===== src/rtl/tmon_pkg.sv =====
package tmon_pkg;
  typedef enum logic [2:0] {
    F_SAMPLE = 3'd0,
    F_UPPER  = 3'd1,
    F_LOWER  = 3'd2,
    F_CRIT   = 3'd3,
    F_MASK   = 3'd4,
    F_CLEAR  = 3'd5,
    F_STATUS = 3'd6,
    F_CTRL   = 3'd7
  } fld_e;

  localparam int unsigned VB_UP = 0;
  localparam int unsigned VB_LO = 1;
  localparam int unsigned VB_CR = 2;
  localparam int unsigned NTYPE = 3;
endpackage


===== src/rtl/tmon_cmp.sv =====
module tmon_cmp #(
  parameter int DW = 12
) (
  input  logic [DW-1:0] sample,
  input  logic [DW-1:0] lim_up,
  input  logic [DW-1:0] lim_lo,
  input  logic [DW-1:0] lim_cr,
  output logic [2:0]    viol
);
  import tmon_pkg::*;

  always_comb begin
    viol        = '0;
    viol[VB_UP] = $signed(sample) >= $signed(lim_up);
    viol[VB_LO] = $signed(sample) <= $signed(lim_lo);
    viol[VB_CR] = $signed(sample) >= $signed(lim_cr);
  end
endmodule


===== src/rtl/tmon_slice.sv =====
module tmon_slice #(
  parameter int HOLD = 6
) (
  input  logic       clk,
  input  logic       rst,
  input  logic       gen,
  input  logic       hit,
  input  logic [2:0] viol,
  input  logic [2:0] clr,
  output logic [2:0] stat,
  output logic       valid
);
  localparam int CW = $clog2(HOLD + 1);

  logic [CW-1:0] cnt;

  always_ff @(posedge clk) begin
    if (rst || !gen) begin
      stat  <= '0;
      cnt   <= '0;
      valid <= 1'b0;
    end else begin
      stat <= (stat | (hit ? viol : 3'b000)) & ~clr;
      if (hit) begin
        cnt   <= CW'(HOLD);
        valid <= 1'b0;
      end else if (cnt != '0) begin
        cnt <= cnt - 1'b1;
        if (cnt == CW'(1)) valid <= 1'b1;
      end
    end
  end
endmodule


===== src/rtl/tmon_irq.sv =====
module tmon_irq #(
  parameter int NS = 16
) (
  input  logic          clk,
  input  logic          rst,
  input  logic [2:0]    ien,
  input  logic [NS-1:0] st_up,
  input  logic [NS-1:0] st_lo,
  input  logic [NS-1:0] st_cr,
  input  logic [NS-1:0] mk_up,
  input  logic [NS-1:0] mk_lo,
  input  logic [NS-1:0] mk_cr,
  output logic          irq_ul,
  output logic          irq_crit
);
  logic [NS-1:0] live_up, live_lo, live_cr;

  assign live_up = st_up & ~mk_up & {NS{ien[0]}};
  assign live_lo = st_lo & ~mk_lo & {NS{ien[1]}};
  assign live_cr = st_cr & ~mk_cr & {NS{ien[2]}};

  always_ff @(posedge clk) begin
    if (rst) begin
      irq_ul   <= 1'b0;
      irq_crit <= 1'b0;
    end else begin
      irq_ul   <= |(live_up | live_lo);
      irq_crit <= |live_cr;
    end
  end
endmodule


===== src/rtl/tmon_monitor.sv =====
module tmon_monitor #(
  parameter int NS   = 16,
  parameter int DW   = 12,
  parameter int HOLD = 6,
  parameter int IW   = (NS > 1) ? $clog2(NS) : 1
) (
  input  logic            clk,
  input  logic            rst,
  input  logic            smp_we,
  input  logic [IW-1:0]   smp_idx,
  input  logic [DW-1:0]   smp_data,
  input  logic            reg_we,
  input  logic [IW+2:0]   reg_addr,
  input  logic [DW-1:0]   reg_wdata,
  output logic [DW+3:0]   reg_rdata,
  output logic [NS-1:0]   sens_valid,
  output logic            irq_ul,
  output logic            irq_crit
);
  import tmon_pkg::*;

  localparam int RDW = DW + 4;
  localparam logic [DW-1:0] LIM_MAX = {1'b0, {(DW-1){1'b1}}};
  localparam logic [DW-1:0] LIM_MIN = {1'b1, {(DW-1){1'b0}}};

  logic [DW-1:0] lim_up [NS];
  logic [DW-1:0] lim_lo [NS];
  logic [DW-1:0] lim_cr [NS];
  logic [2:0]    mask_q [NS];
  logic [2:0]    clr_q  [NS];
  logic [DW-1:0] smp_mem [NS];
  logic          gen;
  logic [2:0]    ien;

  logic [IW-1:0] sidx;
  fld_e          fld;
  logic          sidx_ok, smp_ok, smp_acc;
  logic [2:0]    viol;

  logic [NS-1:0] st_up, st_lo, st_cr;
  logic [NS-1:0] clr_up, clr_lo, clr_cr;
  logic [NS-1:0] mk_up, mk_lo, mk_cr;

  assign sidx    = reg_addr[IW+2:3];
  assign fld     = fld_e'(reg_addr[2:0]);
  assign sidx_ok = {1'b0, sidx} < (IW+1)'(NS);
  assign smp_ok  = {1'b0, smp_idx} < (IW+1)'(NS);
  assign smp_acc = smp_we && gen && smp_ok;

  // Configuration registers
  always_ff @(posedge clk) begin
    if (rst) begin
      gen <= 1'b0;
      ien <= '0;
      for (int i = 0; i < NS; i++) begin
        lim_up[i] <= LIM_MAX;
        lim_lo[i] <= LIM_MIN;
        lim_cr[i] <= LIM_MAX;
        mask_q[i] <= '0;
        clr_q[i]  <= '0;
      end
    end else if (reg_we) begin
      if (fld == F_CTRL) begin
        gen <= reg_wdata[0];
        ien <= reg_wdata[3:1];
      end else if (sidx_ok) begin
        case (fld)
          F_UPPER: lim_up[sidx] <= reg_wdata;
          F_LOWER: lim_lo[sidx] <= reg_wdata;
          F_CRIT:  lim_cr[sidx] <= reg_wdata;
          F_MASK:  mask_q[sidx] <= reg_wdata[2:0];
          F_CLEAR: clr_q[sidx]  <= reg_wdata[2:0];
          default: ;
        endcase
      end
    end
  end

  // Sample storage, no reset so it maps to RAM
  always_ff @(posedge clk) begin
    if (smp_acc) smp_mem[smp_idx] <= smp_data;
  end

  tmon_cmp #(.DW(DW)) u_cmp (
    .sample (smp_data),
    .lim_up (lim_up[smp_idx]),
    .lim_lo (lim_lo[smp_idx]),
    .lim_cr (lim_cr[smp_idx]),
    .viol   (viol)
  );

  for (genvar g = 0; g < NS; g++) begin : g_sens
    logic [2:0] stat_g;

    tmon_slice #(.HOLD(HOLD)) u_slice (
      .clk   (clk),
      .rst   (rst),
      .gen   (gen),
      .hit   (smp_acc && (smp_idx == IW'(g))),
      .viol  (viol),
      .clr   (clr_q[g]),
      .stat  (stat_g),
      .valid (sens_valid[g])
    );

    assign st_up[g]  = stat_g[VB_UP];
    assign st_lo[g]  = stat_g[VB_LO];
    assign st_cr[g]  = stat_g[VB_CR];
    assign clr_up[g] = clr_q[g][VB_UP];
    assign clr_lo[g] = clr_q[g][VB_LO];
    assign clr_cr[g] = clr_q[g][VB_CR];
    assign mk_up[g]  = mask_q[g][VB_UP];
    assign mk_lo[g]  = mask_q[g][VB_LO];
    assign mk_cr[g]  = mask_q[g][VB_CR];
  end

  tmon_irq #(.NS(NS)) u_irq (
    .clk      (clk),
    .rst      (rst),
    .ien      (ien),
    .st_up    (st_up),
    .st_lo    (st_lo),
    .st_cr    (st_cr),
    .mk_up    (mk_up),
    .mk_lo    (mk_lo),
    .mk_cr    (mk_cr),
    .irq_ul   (irq_ul),
    .irq_crit (irq_crit)
  );

  // Registered read port
  always_ff @(posedge clk) begin
    if (rst) begin
      reg_rdata <= '0;
    end else if (fld == F_CTRL) begin
      reg_rdata <= RDW'({ien, gen});
    end else if (!sidx_ok) begin
      reg_rdata <= '0;
    end else begin
      case (fld)
        F_SAMPLE: reg_rdata <= {sens_valid[sidx], 3'b000, smp_mem[sidx]};
        F_UPPER:  reg_rdata <= RDW'(lim_up[sidx]);
        F_LOWER:  reg_rdata <= RDW'(lim_lo[sidx]);
        F_CRIT:   reg_rdata <= RDW'(lim_cr[sidx]);
        F_MASK:   reg_rdata <= RDW'(mask_q[sidx]);
        F_CLEAR:  reg_rdata <= RDW'(clr_q[sidx]);
        F_STATUS: reg_rdata <= RDW'({st_cr[sidx], st_lo[sidx], st_up[sidx]});
        default:  reg_rdata <= '0;
      endcase
    end
  end
endmodule


===== config.mk =====
export PLATFORM = sky130hd
export DESIGN_NAME = tmon_monitor
export DESIGN_NICKNAME = d
export VERILOG_FILES = /design/src/rtl/tmon_pkg.sv /design/src/rtl/tmon_cmp.sv /design/src/rtl/tmon_slice.sv /design/src/rtl/tmon_irq.sv /design/src/rtl/tmon_monitor.sv
export SDC_FILE = /design/constraint.sdc
export NUM_CORES = 2
export LEC_CHECK = 0
export ABC_AREA = 1
export ABC_CLOCK_PERIOD_IN_PS = 3200
export CELL_PAD_IN_SITES_DETAIL_PLACEMENT = 0
export CELL_PAD_IN_SITES_GLOBAL_PLACEMENT = 2
export CORE_MARGIN = 2
export CORE_UTILIZATION = 36
export CTS_CLUSTER_SIZE = 20
export DETAILED_ROUTE_END_ITERATION = 10
export PLACE_DENSITY_LB_ADDON = 0.1
export SYNTH_ARGS = -nofsm -noshare
export SYNTH_HDL_FRONTEND = slang
export SYNTH_SLANG_ARGS = --single-unit
export TNS_END_PERCENT = 1

===== constraint.sdc =====
create_clock -name clk -period 3.2 [get_ports clk]
set_input_delay 0.64 -clock clk [delete_from_list [all_inputs] [get_ports clk]]
set_output_delay 0.64 -clock clk [all_outputs]
set_load 0.05 [all_outputs]

* Word level (Yosys, flattened, before mapping)
Memory sizes are Yosys's and may differ from the RTL's.
Cells that the tools add are included.
W data, S select, Z words.
** Word-level totals
- Register bits after elaboration :: 134
- Memory bits (writable) :: 864
- Output and inout port bits :: 34
- Word-level logic and storage cells :: 388
- Memories :: 6
** Memories
- lim_cr :: words 16, width 12, rd ports 2, clocked after Yosys merged registers in 0, write ports 16, line tmon_monitor.sv:28 : logic [DW-1:0] lim_cr [NS];
- lim_lo :: words 16, width 12, rd ports 2, clocked after Yosys merged registers in 0, write ports 16, line tmon_monitor.sv:27 : logic [DW-1:0] lim_lo [NS];
- lim_up :: words 16, width 12, rd ports 2, clocked after Yosys merged registers in 0, write ports 16, line tmon_monitor.sv:26 : logic [DW-1:0] lim_up [NS];
- smp_mem :: words 16, width 12, rd ports 1, clocked after Yosys merged registers in 0, write ports 1, line tmon_monitor.sv:31 : logic [DW-1:0] smp_mem [NS];
- clr_q :: words 16, width 3, rd ports 17, clocked after Yosys merged registers in 0, write ports 16, line tmon_monitor.sv:30 : logic [2:0] clr_q [NS];
- mask_q :: words 16, width 3, rd ports 17, clocked after Yosys merged registers in 0, write ports 16, line tmon_monitor.sv:29 : logic [2:0] mask_q [NS];
** Operators by class
- Add/subtract/negate cells :: 16
- $lt $le $gt $ge :: 4
- Equal/unequal tests :: 38
- Mux-type cells :: 102
- Bitwise logic cells :: 58
- Reductions and logical operators :: 94
** Operators with widths (count)
- $mux W3 :: 50
- $pmux W16 S7 :: 1
- $and A16 B16 Y16 :: 6
- $eq A3 B1 Y1 const B :: 17
- $and A3 B3 Y3 :: 16
- $not A16 Y16 :: 3
- $not A3 Y3 :: 16
- $or A3 B3 Y3 :: 16
- $reduce_bool A3 Y1 :: 16
- $sub A3 B1 Y3 const B :: 16
- $mux W1 :: 38
- $mux W12 :: 3
- $reduce_or A12 Y1 :: 3
- $reduce_and A2 Y1 :: 17
- $reduce_or A2 Y1 :: 17
- $eq A4 B4 Y1 const B :: 8
- $reduce_bool A2 Y1 :: 16
- $reduce_or A16 Y1 :: 2
- $ge A12 B12 Y1 :: 2
- $mux W4 :: 6
- $logic_and A1 B1 Y1 :: 17
- $bmux W1 S4 :: 4
- $eq A4 B3 Y1 const B :: 4
- $or A16 B16 Y16 :: 1
- other kinds (11) :: 17

* Depth between registers and ports, before layout
- Depth in word-level cells :: 8
- Depth in mapped cells :: 20
- Mapped depth without buffers :: 17

* By module
Synthesis repeated with hierarchy kept, for this count alone.
** Second synthesis, totals
- Cell total of the unflattened synthesis :: 5576
- Area total of the unflattened synthesis :: 49710.2 sq um
** Modules (own cells, without submodules)
- tmon_monitor :: times used 1, cells each 4599, area each 42766.0 sq um, sequential area each 26285.2 sq um
- tmon_slice :: times used 16, cells each 42, area each 326.6 sq um, sequential area each 140.1 sq um
- tmon_cmp :: times used 1, cells each 184, area each 1078.5 sq um, sequential area each 0.0 sq um
- tmon_irq :: times used 1, cells each 121, area each 640.6 sq um, sequential area each 40.0 sq um

* Least setup slack after synthesis
No wires, ideal clock.
- Path type :: in2reg
- From :: input smp_idx[0]
- To :: register g_sens[3].u_slice.stat[0]
- Library setup time :: 0.070 ns
- Arrival :: 3.124 ns
- Path slack :: 0.006 ns
- Stages on the path :: 17
- Cell sequence :: nor2_2 > clkbuf_1 > clkbuf_1 > a22oi_1 > a21oi_1 > nor4_1 > ha_1 > nand2_1 > nor2_1 > and2_1 > nand2_1 > nand3_1 > nand2_1 > nand3_1 > buf_2 > nand2_1 > a21oi_1
** On the way
- Cells in the longest elaborated chain, start to end :: 5
** RTL lines
- start: declaration :: line tmon_monitor.sv:10 : input logic [IW-1:0] smp_idx,
- $mem_v2 Z16 W12 or $eq A4 B2 Y1 (tied branches)
- $ge A12 B12 Y1 or $logic_and A1 B1 Y1 (tied branches) :: line tmon_cmp.sv:14, tmon_monitor.sv:99
- $mux W3 (*) :: line tmon_slice.sv:23 : stat <= (stat | (hit ? viol : 3'b000)) & ~clr;
- $or A3 B3 Y3 (*) :: line tmon_slice.sv:23
- $and A3 B3 Y3 (*) :: line tmon_slice.sv:23
- end signal: assignment :: line tmon_slice.sv:23
- end: declaration :: line tmon_slice.sv:10 : output logic [2:0] stat,
Every way passes the cells marked *; elsewhere a longest branch is shown, timed or not.
A chain may end at the register's enable or synchronous reset.

* Worst setup path after layout
- From :: input smp_idx[1]
- To :: register g_sens[1].u_slice.stat[0]
** On the way
- Cells in the longest elaborated chain, start to end :: 5
** RTL lines (line)
- $mem_v2 Z16 W12 or $eq A4 B1 Y1 (tied branches)
- $ge A12 B12 Y1 or $logic_and A1 B1 Y1 (tied branches) :: tmon_cmp.sv:14, tmon_monitor.sv:99
- $mux W3 (*) :: tmon_slice.sv:23
- $or A3 B3 Y3 (*) :: tmon_slice.sv:23
- $and A3 B3 Y3 (*) :: tmon_slice.sv:23
- end signal: assignment :: tmon_slice.sv:23
- end: declaration :: tmon_slice.sv:10
Marks and branches as above.

==> flow_metrics.py <==
metrics = {
    "status": {
        "status": "complete, no violations",
    },
    "power_and_ir_drop": {
        "cellPowerDensity_nw_per_um2": 526,
        "swShare_pct": 26.1,
        "p_leak_nw": 22.7,
        "clockPowerShare_pct": 41.3,
        "seq_power_share_pct": 47.4,
        "p_int_mw": 23.2,
        "p_sw_mw": 8.18,
        "pwr-share-comb_pct": 11.3,
        "ir_drop_mv": 0.416,
    },
    "floorplanning": {
        "die-area_um2": 140000,
        "core-area_um2": 135000,
        "initial_core_util_pct": 36.3,
        "die_height_um": 374,
        "rows": 135,
        "boundaryPins": 73,
        "fp.dieW_um": 374,
    },
    "routing": {
        "wl_per_cell_um": 26.1,
        "drt-total-wl_um": 199000,
        "drc_errors": 0,
        "via_per_inst": 5.36,
        "drtIter0Drc": 4352,
        "ant_nets": 0,
        "dr_total_vias": 40892,
        "firstDrtPassIters": 9,
    },
    "finish": {
        "drive_above_1_share_pct": 14.6,
        "fill_cells": 13231,
        "nets": 5879,
        "area_growth_pct": 21.1,
        "final_cells": 7634,
        "finish.utilization_pct": 44.0,
    },
    "synth": {
        "ys_warn_count": 0,
        "synthArstFlopShare_pct": 0,
        "postSynthAreaPerCell_um2": 9.05,
        "ys_types": 43,
        "synth-simple-area-share_pct": 24.1,
        "synth_fa_ha_area_share_pct": 2.14,
        "syn-instance-count": 5433,
        "synthXorXnorAreaFrac_pct": 0,
        "synth_edf_count": 864,
        "synth_compound_area_share_pct": 9.69,
        "syn-cell-area_um2": 49200,
        "synth_top_family_by_area": "simple AND/OR/NAND/NOR gates",
        "synth-seq-cells": 995,
        "synth_flop_cell": "edfxtp_1",
        "synth_mux_area_share_pct": 0,
        "yosysSeqAreaShare_pct": 58.1,
    },
    "sta": {
        "final_max_slew_viol_count": 0,
        "maxSlewHeadroom_pct": 46.0,
        "final.setup_skew_ns": 0.0226,
        "whs_ns": 0.474,
        "tightest_slew_ns": 0.810,
        "rsz0062_at_grt": "true",
        "period_needed_ns": 3.11,
        "timing.fmax_mhz": 321,
        "period_share_pct": 97.2,
        "hold_viol": 0,
        "finalSetupViolCount": 0,
        "finalWorstSetupSlack_ns": 0.0891,
    },
    "setup_path": {
        "worst-path-max-fanout": 23,
        "regToRegStartpoint": "lim_lo[3][0]$_SDFFCE_PN0P_",
        "endpoint": "g_sens[1].u_slice.stat[0]$_SDFF_PP0_",
        "rr_worst_depth": 14,
        "cp-start-kind": "input port",
        "crit_family": "buffers and inverters",
        "crit_top_cell": "buf_12",
        "cp.depth": 18,
        "cp.required_ns": 3.82,
        "worstSetupPathType": "input port to flop",
        "worst_setup_path_end_kind": "flop",
        "crit_path_start": "smp_idx[1]",
        "reg2reg_to": "g_sens[8].u_slice.stat[1]$_SDFF_PP0_",
        "worst-path-buf-inv": 5,
        "worstPathArrival_ns": 3.73,
        "cp_slowest_cell": "a21oi_1",
        "crit_path_cell_trace": "clkdlybuf4s15_1 > nor2_4 > buf_12 > buf_12 > buf_4 > a22oi_1 > a21oi_1 > nor4_1 > ha_1 > nand2_1 > nor2_1 > and2_1 > nand2_1 > nand4_1 > nand3_4 > buf_12 > a21oi_1 > nor2_1",
        "max_stage_delay_ns": 0.38,
        "ff2ff_setup_slack_ns": 0.45,
    },
    "global_route": {
        "antenna_found_initial": 10,
        "grt_max_degree": 82,
        "grt_util_met1_pct": 39.4,
        "grtUsageMet2_pct": 45.8,
        "grt-ovfl-total": 0,
        "grt_pass1_vias": 39737,
        "top_usage_layer": "met2",
        "grt_usage_pct": 28.1,
        "grt_first_pass_wirelength_um": 286000,
        "grt_use_met3_pct": 3.49,
    },
    "flow_run": {
        "maxCapViolCount": 0,
    },
    "placed_design": {
        "gp_congestion": 0.897,
        "place_inst": 7421,
        "place_ws_ns": -1.07,
        "dp_hpwl_um": 139000,
        "io_buffers": 69,
    },
    "clocking": {
        "cts.reportedPaths.clkPinSlew_ns": 0.06,
        "htreeDepth": 3,
        "cts-root-buf": "clkbuf_16",
        "clockBufferDepth": 3,
        "cts_tree": "built",
        "clock_latency_ns": 0.73,
        "cts_buffers": 112,
        "clock_sinks": 995,
    },
    "hold_path": {
        "hold_class": "flop to flop",
    },
}
-- cells by family after synthesis --
| family | count (synthesis) |
|---|---|
| simple gates | 2910 |
| flops | 995 |
| compound gates | 769 |
| buf+inv | 674 |
| fa+ha+maj | 84 |
| other cells | 1 |
-- state kept, by name, summed over array words and instances, names as in the netlist --
register and cells:
g_sens.u_slice.stat 48, g_sens.u_slice.cnt 48, lim_cr 192, u_irq.irq_ul 1
g_sens.u_slice.valid 16, ien 3, lim_lo 192, reg_rdata 13
smp_mem 192, gen 1, lim_up 192, u_irq.irq_crit 1
clr_q 48, mask_q 48
-- synth_stat cells, types with 16 or more instances --
cell / instances / area share [%]
a21oi_1: 273 / 2.8
a22oi_1: 336 / 5.1
a31oi_1: 16 / 0.20
buf_1: 23 / 0.18
buf_2: 105 / 1.1
buf_4: 45 / 0.69
buf_6: 16 / 0.37
clkbuf_1: 195 / 1.5
dfxtp_1: 131 / 5.3
edfxtp_1: 864 / 53
ha_1: 84 / 2.1
inv_1: 262 / 2.0
inv_2: 25 / 0.19
nand2_1: 2132 / 16
nand3_1: 47 / 0.48
nand4_1: 149 / 1.9
nor2_1: 444 / 3.4
nor2_2: 19 / 0.24
nor4_1: 35 / 0.45
o21ai_0: 75 / 0.76
o21ai_1: 40 / 0.41
o22ai_1: 18 / 0.23
or2_2: 37 / 0.47
-- timing repair --
action,in CTS,in global routing
setup endpoints to repair,48,26
resized for setup,14,8
cloned,0,0
hold buffers,0,0
hold endpoints to repair,0,0
buffers inserted,2,0
pin swaps,1,0
-- final cells by class --
cell class / instances / area [um^2] / area share, %
flip-flops and latches: 995 / 28600 / 48.0
clock inverters: 59 / 554 / 0.930
clock buffers: 151 / 3090 / 5.19
multi-input cells: 3766 / 17800 / 29.9
inverters: 290 / 1120 / 1.88
diodes: 1 / 2.50 / 0.00420
well taps: 1781 / 2230 / 3.74
repair buffers: 591 / 6200 / 10.4
-- worst reg2reg max path, cell delays in order (launching register included) --
cell and delay [ns]:
edfxtp_1 0.41, a22oi_1 0.20, a21oi_1 0.11, or2_2 0.32, or3_1 0.33, ha_1 0.19, nor2_1 0.10, nor2_1 0.04
o21ai_1 0.20, nand2_1 0.10, nand4_1 0.10, nand3_2 0.14, buf_12 0.19, a21oi_1 0.15, nor2_1 0.05
-- stage by stage --
stage	TNS [ns]	total power [mW]	cell area, um^2
3_3_place_gp	-47.48	18.6	55800
5_1_grt	-0.00683	32.3	59600
6_report	0	31.3	59600
2_1_floorplan	0	16.6	49200
4_1_cts	0	31.6	59500
3_5_place_dp	-46.54	18.6	55800
-- per-layer routing --
| layer | vias up | wire [um] |
|---|---|---|
| li1 | 18978 | - |
| met1 | 20121 | 88600 |
| met2 | 1552 | 92500 |
| met3 | 241 | 12600 |
| met4 | 0 | 5290 |
| met5 | - | 0 |
-- cells in the final DEF, fill, tap and decap left out, types with 42 or more instances in the layout --
master | Yosys | layout
nand3_1 | 47 | 44
nand4_1 | 149 | 149
clkdlybuf4s50_1 | 0 | 65
a22oi_1 | 336 | 336
nor2_1 | 444 | 426
nand2_1 | 2132 | 2127
clkbuf_16 | 0 | 114
a21oi_1 | 273 | 269
buf_4 | 45 | 394
edfxtp_1 | 864 | 864
ha_1 | 84 | 84
o21ai_1 | 40 | 42
dfxtp_1 | 131 | 131
o21ai_0 | 75 | 73
inv_1 | 262 | 247
buf_12 | 0 | 127
-- power groups by stage --
stage / logic, mW / registers [mW] / clock network [mW]
detailed placement: 3.49 / 15.1 / 0
CTS: 3.52 / 14.9 / 13.2
global route: 3.77 / 14.9 / 13.7
finish: 3.54 / 14.9 / 12.9
floorplan: 1.63 / 15.0 / 0
global placement: 3.49 / 15.1 / 0
-- how the worst min path moves through the flow --
stage                                                       end  slack (ns)  cells past startpoint                                  start
after global placement     g_sens[9].u_slice.stat[1]$_SDFF_PP0_        0.46                      2   g_sens[9].u_slice.stat[1]$_SDFF_PP0_
after floorplan                       u_irq.irq_crit$_SDFF_PP0_        0.43                      2                    ien[2]$_SDFFE_PP0P_
after detailed placement   g_sens[9].u_slice.stat[1]$_SDFF_PP0_        0.46                      2   g_sens[9].u_slice.stat[1]$_SDFF_PP0_
after CTS                  g_sens[9].u_slice.stat[1]$_SDFF_PP0_        0.47                      2   g_sens[9].u_slice.stat[1]$_SDFF_PP0_
after global routing      g_sens[13].u_slice.stat[2]$_SDFF_PP0_        0.48                      2  g_sens[13].u_slice.stat[2]$_SDFF_PP0_
final                      g_sens[9].u_slice.stat[1]$_SDFF_PP0_        0.47                      2   g_sens[9].u_slice.stat[1]$_SDFF_PP0_
(Power assumes the default switching activity.)
